[src/rtl/sc_framer_pkg.sv]
`timescale 1ns/1ps
package sc_framer_pkg;
  typedef enum logic [1:0] {
    RX_IDLE = 2'd0,
    RX_DATA = 2'd1,
    RX_PAR  = 2'd2
  } rx_state_e;
endpackage

[src/rtl/sc_conv_map.sv]
`timescale 1ns/1ps
// Convention mapping: optional bit reversal, then optional inversion.
// Self-inverse, so it serves both encode and decode.
module sc_conv_map #(
  parameter int DATA_W = 8
) (
  input  logic [DATA_W-1:0] bits_i,
  input  logic              msb_first_i,
  input  logic              inv_i,
  output logic [DATA_W-1:0] bits_o
);
  logic [DATA_W-1:0] rev;

  for (genvar g = 0; g < DATA_W; g++) begin : g_rev
    assign rev[g] = bits_i[DATA_W-1-g];
  end

  always_comb begin
    bits_o = msb_first_i ? rev : bits_i;
    bits_o = bits_o ^ {DATA_W{inv_i}};
  end
endmodule

[src/rtl/sc_tx.sv]
`timescale 1ns/1ps
module sc_tx #(
  parameter int DATA_W     = 8,
  parameter int GUARD_BITS = 2
) (
  input  logic              clk_i,
  input  logic              rst_ni,
  input  logic              tick_i,
  input  logic              msb_first_i,
  input  logic              inv_i,
  input  logic [DATA_W-1:0] data_i,
  input  logic              valid_i,
  output logic              ready_o,
  output logic              line_o
);
  localparam int FRAME_BITS = 1 + DATA_W + 1 + GUARD_BITS;
  localparam int CNT_W      = $clog2(FRAME_BITS + 1);

  logic [DATA_W-1:0]     line_data;
  logic                  par_line;
  logic [FRAME_BITS-1:0] frame_d, frame_q;
  logic [CNT_W-1:0]      cnt_q;

  sc_conv_map #(.DATA_W(DATA_W)) u_map (
    .bits_i      (data_i),
    .msb_first_i (msb_first_i),
    .inv_i       (inv_i),
    .bits_o      (line_data)
  );

  assign par_line = (^data_i) ^ inv_i;
  assign frame_d  = {{GUARD_BITS{1'b1}}, par_line, line_data, 1'b0};

  always_ff @(posedge clk_i or negedge rst_ni) begin
    if (!rst_ni) begin
      ready_o <= 1'b1;
      line_o  <= 1'b1;
      frame_q <= '1;
      cnt_q   <= '0;
    end else if (ready_o) begin
      if (valid_i) begin
        frame_q <= frame_d;
        cnt_q   <= '0;
        ready_o <= 1'b0;
      end
    end else if (tick_i) begin
      if (cnt_q == CNT_W'(FRAME_BITS)) begin
        ready_o <= 1'b1;
      end else begin
        line_o  <= frame_q[0];
        frame_q <= {1'b1, frame_q[FRAME_BITS-1:1]};
        cnt_q   <= cnt_q + 1'b1;
      end
    end
  end
endmodule

[src/rtl/sc_rx.sv]
`timescale 1ns/1ps
module sc_rx
  import sc_framer_pkg::*;
#(
  parameter int DATA_W = 8
) (
  input  logic              clk_i,
  input  logic              rst_ni,
  input  logic              tick_i,
  input  logic              msb_first_i,
  input  logic              inv_i,
  input  logic              line_i,
  output logic [DATA_W-1:0] data_o,
  output logic              valid_o,
  output logic              par_err_o
);
  localparam int CNT_W = $clog2(DATA_W);

  rx_state_e         state_q;
  logic [CNT_W-1:0]  cnt_q;
  logic [DATA_W-1:0] sh_q;
  logic [DATA_W-1:0] dec;

  sc_conv_map #(.DATA_W(DATA_W)) u_map (
    .bits_i      (sh_q),
    .msb_first_i (msb_first_i),
    .inv_i       (inv_i),
    .bits_o      (dec)
  );

  always_ff @(posedge clk_i or negedge rst_ni) begin
    if (!rst_ni) begin
      state_q   <= RX_IDLE;
      cnt_q     <= '0;
      sh_q      <= '0;
      data_o    <= '0;
      valid_o   <= 1'b0;
      par_err_o <= 1'b0;
    end else begin
      valid_o <= 1'b0;
      if (tick_i) begin
        unique case (state_q)
          RX_IDLE: if (!line_i) begin
            state_q <= RX_DATA;
            cnt_q   <= '0;
          end
          RX_DATA: begin
            // first line bit ends up in sh_q[0]
            sh_q  <= {line_i, sh_q[DATA_W-1:1]};
            cnt_q <= cnt_q + 1'b1;
            if (cnt_q == CNT_W'(DATA_W - 1)) state_q <= RX_PAR;
          end
          RX_PAR: begin
            data_o    <= dec;
            par_err_o <= (^dec) ^ (line_i ^ inv_i);
            valid_o   <= 1'b1;
            state_q   <= RX_IDLE;
          end
          default: state_q <= RX_IDLE;
        endcase
      end
    end
  end
endmodule

[src/rtl/sc_char_framer.sv]
`timescale 1ns/1ps
module sc_char_framer #(
  parameter int DATA_W     = 8,
  parameter int GUARD_BITS = 2
) (
  input  logic              clk_i,
  input  logic              rst_ni,
  input  logic              baud_tick_i,
  input  logic              msb_first_i,
  input  logic              data_inv_i,
  input  logic [DATA_W-1:0] tx_data_i,
  input  logic              tx_valid_i,
  output logic              tx_ready_o,
  output logic              line_o,
  input  logic              line_i,
  output logic [DATA_W-1:0] rx_data_o,
  output logic              rx_valid_o,
  output logic              rx_parity_err_o
);
  sc_tx #(.DATA_W(DATA_W), .GUARD_BITS(GUARD_BITS)) u_tx (
    .clk_i       (clk_i),
    .rst_ni      (rst_ni),
    .tick_i      (baud_tick_i),
    .msb_first_i (msb_first_i),
    .inv_i       (data_inv_i),
    .data_i      (tx_data_i),
    .valid_i     (tx_valid_i),
    .ready_o     (tx_ready_o),
    .line_o      (line_o)
  );

  sc_rx #(.DATA_W(DATA_W)) u_rx (
    .clk_i       (clk_i),
    .rst_ni      (rst_ni),
    .tick_i      (baud_tick_i),
    .msb_first_i (msb_first_i),
    .inv_i       (data_inv_i),
    .line_i      (line_i),
    .data_o      (rx_data_o),
    .valid_o     (rx_valid_o),
    .par_err_o   (rx_parity_err_o)
  );
endmodule

[config.mk]
export PLATFORM = sky130hd
export DESIGN_NAME = sc_char_framer
export DESIGN_NICKNAME = d
export VERILOG_FILES = /design/src/rtl/sc_framer_pkg.sv /design/src/rtl/sc_conv_map.sv /design/src/rtl/sc_tx.sv /design/src/rtl/sc_rx.sv /design/src/rtl/sc_char_framer.sv
export SDC_FILE = /design/constraint.sdc
export NUM_CORES = 1
export LEC_CHECK = 0
export BUFFER_PORTS_ARGS = -buffer_cell sky130_fd_sc_hd__buf_2
export CAP_MARGIN = 20
export CORE_MARGIN = 2
export CORE_UTILIZATION = 52
export DETAILED_ROUTE_END_ITERATION = 6
export PLACE_DENSITY = 0.76
export SYNTH_ARGS = -nofsm -noshare
export SYNTH_HDL_FRONTEND = slang
export SYNTH_SLANG_ARGS = --single-unit
[constraint.sdc]
create_clock -name clk_i -period 1.8 [get_ports clk_i]
set_input_delay 0.09 -clock clk_i [delete_from_list [all_inputs] [get_ports clk_i]]
set_output_delay 0.09 -clock clk_i [all_outputs]
set_load 0.02 [all_outputs]
==> results of run 1 <==
-- area by class of cell --
cell class / count / area [µm²] / share of cell area (%)
repair buffers: 36 / 208 / 8.35
flip-flops and latches: 39 / 991 / 39.9
clock inverters: 1 / 5.00 / 0.201
clock buffers: 6 / 82.6 / 3.32
well taps: 50 / 62.6 / 2.52
inverters: 6 / 22.5 / 0.906
multi-input cells: 156 / 1110 / 44.8
-- routing by layer --
layer | up-vias | part of all wire [%] | GRT usage, %
met3 | 8 | 3.3 | 3.41
met2 | 30 | 45 | 29.2
li1 | 802 | - | -
met5 | - | 0 | 0
met4 | 0 | 2.4 | 10.3
met1 | 750 | 49 | 26.8
-- critical path, delay by kind of cell, from the launching register on --
family	cells	cell delay [ps]
compound gates	1	290
buf+inv	2	210
flops	1	410
simple gates	3	480
fa+ha+maj	1	200
-- what timing repair did --
item / in CTS / in global routing
hold buffers: 1 / 0
hold endpoints to repair: 27 / 0
setup buffers: 0 / 0
-- kinds of logic (layout without fill, tap and decap cells) --
group,after synthesis,count (layout)
multiplexers,23,23
AND/OR/NAND/NOR,47,47
XOR/XNOR,31,31
AO/OA/AOI/OAI,51,51
adder cells (fa/ha/maj),4,4
buffers and inverters,17,49
flip-flops,39,39
-- synthesized netlist by cell type --
cell      count  area [µm²]
buf_2         3        15.0
a21oi_1      14        70.1
a31oi_1       2        12.5
nor2_2        1        6.26
xnor3_1       3        67.6
a22o_1        1        8.76
a32o_1        2        20.0
dfrtp_1      27         676
xnor2_1      10        87.6
mux2_2        7        78.8
nand3b_1      1        7.51
dfstp_2      12         315
o21ai_0      22         110
o22ai_1       1        6.26
clkbuf_1      7        26.3
nand2b_1      1        6.26
buf_6         1        11.3
nand2_1      25        93.8
o21ai_1       1        5.00
o32ai_1       2        17.5
nand3_1      13        65.1
nor3_1        1        5.00
xor2_1       18         158
mux2i_1      16         160
a211o_1       6        52.6
nor2_1        2        7.51
inv_1         6        22.5
ha_1          4        50.1
nor2b_1       2        12.5
and3_1        1        6.26
-- worst paths after layout --
kind                                                    end
worst min register to register      u_tx.line_o$_DFFE_PN1P_
max in group asynchronous       u_tx.frame_q[7]$_DFFE_PN1P_
worst max register to register  u_tx.frame_q[4]$_DFFE_PN1P_
min in group asynchronous        u_rx.data_o[3]$_DFFE_PN0P_
worst min-delay path            u_rx.state_q[1]$_DFFE_PN0P_
worst max-delay path            u_tx.frame_q[4]$_DFFE_PN1P_
-- per-stage QoR --
stage          instances  setup WS, ps
2_1_floorplan        212           112
3_3_place_gp         286           234
3_5_place_dp         286           164
4_1_cts              294           153
5_1_grt              294          60.3
6_report             294           134
-- state kept, by name, indices dropped and copies added (netlist names) --
signal	flops
u_rx.cnt_q	3
u_tx.cnt_q	4
u_tx.ready_o	1
u_rx.data_o	8
u_tx.frame_q	10
u_rx.par_err_o	1
u_tx.line_o	1
u_rx.state_q	2
u_rx.sh_q	8
u_rx.valid_o	1
-- power by group through the flow --
| stage | sequential (mW) | combinational (mW) | clock [mW] |
|---|---|---|---|
| floorplan | 1.74 | 1.21 | 0 |
| global placement | 1.69 | 1.61 | 0 |
| detailed placement | 1.69 | 1.65 | 0 |
| CTS | 1.68 | 1.66 | 0.619 |
| global route | 1.75 | 1.83 | 0.644 |
| finish | 1.69 | 1.65 | 0.599 |
==> out/metrics.cfg, run 1 <==
[yosys]
syn_area_mm2 = 0.00218
ys_types = 30
synthAdderAreaFrac_pct = 2.29
ys_ff_latch = 39
synth_fp_nets = 231
ys_warn_count = 0
seq_area_frac_synth_pct = 45.4
yosys.area_share.xor_xnor_pct = 14.3
synthCells = 212
avgSynthCellArea_um2 = 10.3
synth_compound_area_share_pct = 13.9
muxShareOfSynthArea_pct = 11.0
synth-simple-area-share_pct = 9.64
synth_top_family_by_area = XOR/XNOR gates

[cts]
cts_tree = done
path_clk_slew_ps = 70
h-tree-depth = 2
cts_buffers = 5
post_cts_resized = 0
root_buffer = clkbuf_8
cts_sinks = 39
insertion_delay_ps = 300
clk_path_buf_depth = 2

[run_status]
status = complete, no violations

[grt]
grtUsageTotal_pct = 19.5
grt-ovfl-total = 0
grt_max_degree = 32
grt_pass1_wl_um = 6650
first_global_vias = 1446
antenna_found_initial = 0

[power_and_ir_drop]
p_sw_mw = 1.42
vdd_drop_max_mv = 0.691
combPwrFrac_pct = 41.9
power.share.switching_pct = 36.0
leakage_nw = 1.20
p_int_mw = 2.52
finalPower_mw = 3.94
pwr-share-clk_pct = 15.2
seqPwrFrac_pct = 42.9
powerDensity_mw_per_mm2 = 1580

[critical_path]
cp.required_ps = 2030
end_kind = flip-flop
crit_path_cell_trace = inv_1, ha_1, and3_1, nor2_2, nor2_1, buf_4, a211o_1
rr_worst_depth = 7
critPathArrivalTime_ps = 1890
cp_max_fo = 8
crit_path_start_kind = flip-flop
max_stage_delay_ps = 410
rr_startpoint = u_tx.cnt_q[0]$_DFFE_PN0P_
worstSetupStartpoint = u_tx.cnt_q[0]$_DFFE_PN0P_
slowest_stage = dfrtp_1
critPathKind = flip-flop to flip-flop
regToRegSetupSlack_ps = 130

[drt]
drt-wirelength-per-cell_um = 13.8
drtPass1Iterations = 4
route.detailed.drc = 0
via_per_inst = 5.41
routed_wl_um = 4050
antenna_left = 0
vias = 1590
drtIter0Drc = 85

[timing]
tns_ps = 0
rsz0062_at_grt = false
whs_ps = 30.0
fin_skew_ps = 4.70
final.period_utilization_pct = 92.6
fmax_mhz = 600
tightest_slew_ps = 665
slew_violations = 0
final-hold-violation-count = 0
slew_headroom_pct = 55.7
min_period_ps = 1670
setup_viol = 0

[run]
cap_violations = 0

[finish]
final_common_cell = dfrtp_1
syn_to_final_growth_pct = 14.0
fillers = 347
final_cell_mix = dfrtp_1 (27), buf_2 (26), nand2_1 (25), o21ai_0 (22), xor2_1 (18)
final_util_pct = 61.7
final_cell_area_mm2 = 0.00249
final_nets = 263
drive_above_1_share_pct = 25.4
antenna_cells = 0

[floorplan]
die_h_um = 68.8
dieWidth_um = 68.8
initial_core_util_pct = 54.1
core_mm2 = 0.00403
ios = 27
dieArea_mm2 = 0.00473
row_count = 23

[min_path]
worstHoldStart = baud_tick_i
holdPathStages = 2
hold_class = input pin to flip-flop

[place]
dp_hpwl_um = 2850
place_area_mm2 = 0.00239
place_congestion = 0.847
port_buffers = 26

Power figures use the tool's default switching activity.
==> run 2: changes to the inputs <==
--- a/config.mk
+++ b/config.mk
@@ -7,10 +7,11 @@
 export LEC_CHECK = 0
 export BUFFER_PORTS_ARGS = -buffer_cell sky130_fd_sc_hd__buf_2
 export CAP_MARGIN = 20
-export CORE_MARGIN = 2
-export CORE_UTILIZATION = 52
+export CELL_PAD_IN_SITES_DETAIL_PLACEMENT = 2
+export CELL_PAD_IN_SITES_GLOBAL_PLACEMENT = 2
+export CORE_UTILIZATION = 33
 export DETAILED_ROUTE_END_ITERATION = 6
-export PLACE_DENSITY = 0.76
+export PLACE_DENSITY_LB_ADDON = 0.1
 export SYNTH_ARGS = -nofsm -noshare
 export SYNTH_HDL_FRONTEND = slang
 export SYNTH_SLANG_ARGS = --single-unit
==> out/metrics.cfg, run 2 (synthesized netlist as in run 1, its figures left out) <==
[min_path]
hold_class = input pin to flip-flop

[finish]
final_util_pct = 39.8
regMostFlops = u_tx.frame_q
final_cell_mix = dfrtp_1 (27), buf_2 (26), nand2_1 (25), o21ai_0 (22), xor2_1 (18)
final_common_cell = dfrtp_1
fin_cells = 323
antenna_cells = 0
final_nets = 264
fillers = 693
largest_reg_flops = 10
syn_to_final_growth_pct = 15.8
drive_above_1_share_pct = 25.6
reg_top3 = u_tx.frame_q (10), u_rx.data_o (8), u_rx.sh_q (8)

[floorplan]
core_mm2 = 0.00635
row_count = 29
dieArea_mm2 = 0.00694
die_h_um = 83.3
ios = 27
initial_core_util_pct = 34.3
dieWidth_um = 83.3

[run]
cap_violations = 0

[grt]
grt-ovfl-total = 0
first_global_vias = 1982
grt_max_degree = 40
grt_pass1_wl_um = 9840
antenna_found_initial = 0
grtUsageTotal_pct = 18.0

[timing]
fmax_mhz = 591
final-hold-violation-count = 0
setup_viol = 0
tns_ps = 0
rsz0062_at_grt = false
slew_violations = 0
layout_setup_ws_ps = 107
final.period_utilization_pct = 94.0
slew_headroom_pct = 65.3
fin_skew_ps = 5.54
tightest_slew_ps = 520
min_period_ps = 1690

[power_and_ir_drop]
p_int_mw = 2.52
vdd_drop_max_mv = 0.970
finalPower_mw = 4.06
p_sw_mw = 1.55
seqPwrFrac_pct = 42.6
leakage_nw = 1.20
combPwrFrac_pct = 43.1
powerDensity_mw_per_mm2 = 1610
power.share.switching_pct = 38.0
pwr-share-clk_pct = 14.3

[cts]
root_buffer = clkbuf_8
path_clk_slew_ps = 80
cts_tree = done
h-tree-depth = 2
cts_sinks = 39
cts_buffers = 5
clk_path_buf_depth = 2
insertion_delay_ps = 290

[run_status]
status = complete, no violations

[place]
dp_hpwl_um = 4220
place_congestion = 0.778
dp.cells = 313
port_buffers = 26
dp_slack_ps = 107

[critical_path]
crit_path_start_kind = flip-flop
critPathArrivalTime_ps = 1910
end_kind = flip-flop
max_stage_delay_ps = 390
cp.required_ps = 2020
cp_max_fo = 8
slowest_stage = dfrtp_1
crit_path_cell_trace = inv_1, ha_1, and3_1, nor2_2, nor2_1, buf_4, a211o_1
critPathKind = flip-flop to flip-flop

[drt]
antenna_left = 0
routed_wl_um = 5620
via_per_inst = 5.21
drt-wirelength-per-cell_um = 17.4
drtPass1Iterations = 4
drtIter0Drc = 35
vias = 1683
route.detailed.drc = 0

==> run 2: path summary, 6_finish.rpt <==
| kind | to | cells past startpoint | startpoint | slack (ps) |
|---|---|---|---|---|
| min in group asynchronous | u_tx.cnt_q[3]$_DFFE_PN0P_ | 3 | rst_ni | 400 |
| worst min-delay path | u_rx.state_q[1]$_DFFE_PN0P_ | 2 | baud_tick_i | 60 |
| worst max register to register | u_tx.frame_q[4]$_DFFE_PN1P_ | 7 | u_tx.cnt_q[0]$_DFFE_PN0P_ | 110 |
| worst min register to register | u_tx.line_o$_DFFE_PN1P_ | 2 | u_tx.line_o$_DFFE_PN1P_ | 460 |
| max in group asynchronous | u_tx.line_o$_DFFE_PN1P_ | 3 | rst_ni | 1040 |
| worst max-delay path | u_tx.frame_q[4]$_DFFE_PN1P_ | 7 | u_tx.cnt_q[0]$_DFFE_PN0P_ | 110 |
==> run 2: through the flow <==
stage / hold WS [ps] / cell area (µm²)
floorplan: -206 / 2180
global placement: 177 / 2420
detailed placement: 192 / 2420
CTS: 54.9 / 2510
global route: 74.9 / 2530
finish: 57.8 / 2530
==> run 2: per-layer routing <==
metal,GRT usage [%],share of wire (%),vias up
met5,0,0,-
met4,6.27,1.7,0
met3,3.28,1.9,8
met2,34.1,56,18
met1,19.9,41,853
li1,-,-,804
==> run 2: area by class of cell <==
class	instances	area, µm²	share of cell area (%)
Sequential cell	39	991	39.2
Tap cell	77	96.3	3.81
Clock buffer	7	76.3	3.02
Inverter	6	22.5	0.892
Timing Repair Buffer	37	215	8.52
Clock inverter	1	5.00	0.198
Multi-Input combinational cell	156	1120	44.3
==> run 2: power groups by stage <==
stage / Clock (mW) / Sequential, mW / Combinational, mW
4_1_cts: 0.617 / 1.74 / 1.77
5_1_grt: 0.650 / 1.79 / 1.94
3_3_place_gp: 0 / 1.71 / 1.66
3_5_place_dp: 0 / 1.75 / 1.76
6_report: 0.581 / 1.73 / 1.75
2_1_floorplan: 0 / 1.74 / 1.21
==> run 2: timing repair <==
action | CTS | global route
hold endpoints to repair | 27 | 0
buffers inserted | 0 | 1
resized for setup | 0 | 1
hold buffers | 1 | 0
endpoints found under the setup margin | 0 | 9
==> run 2: critical path, delay by kind of cell (launching register included) <==
family,cells,cell delay [ps]
buffers and inverters,2,220
AND/OR/NAND/NOR,3,480
AO/OA/AOI/OAI,1,300
adder cells (fa/ha/maj),1,220
flip-flops,1,390
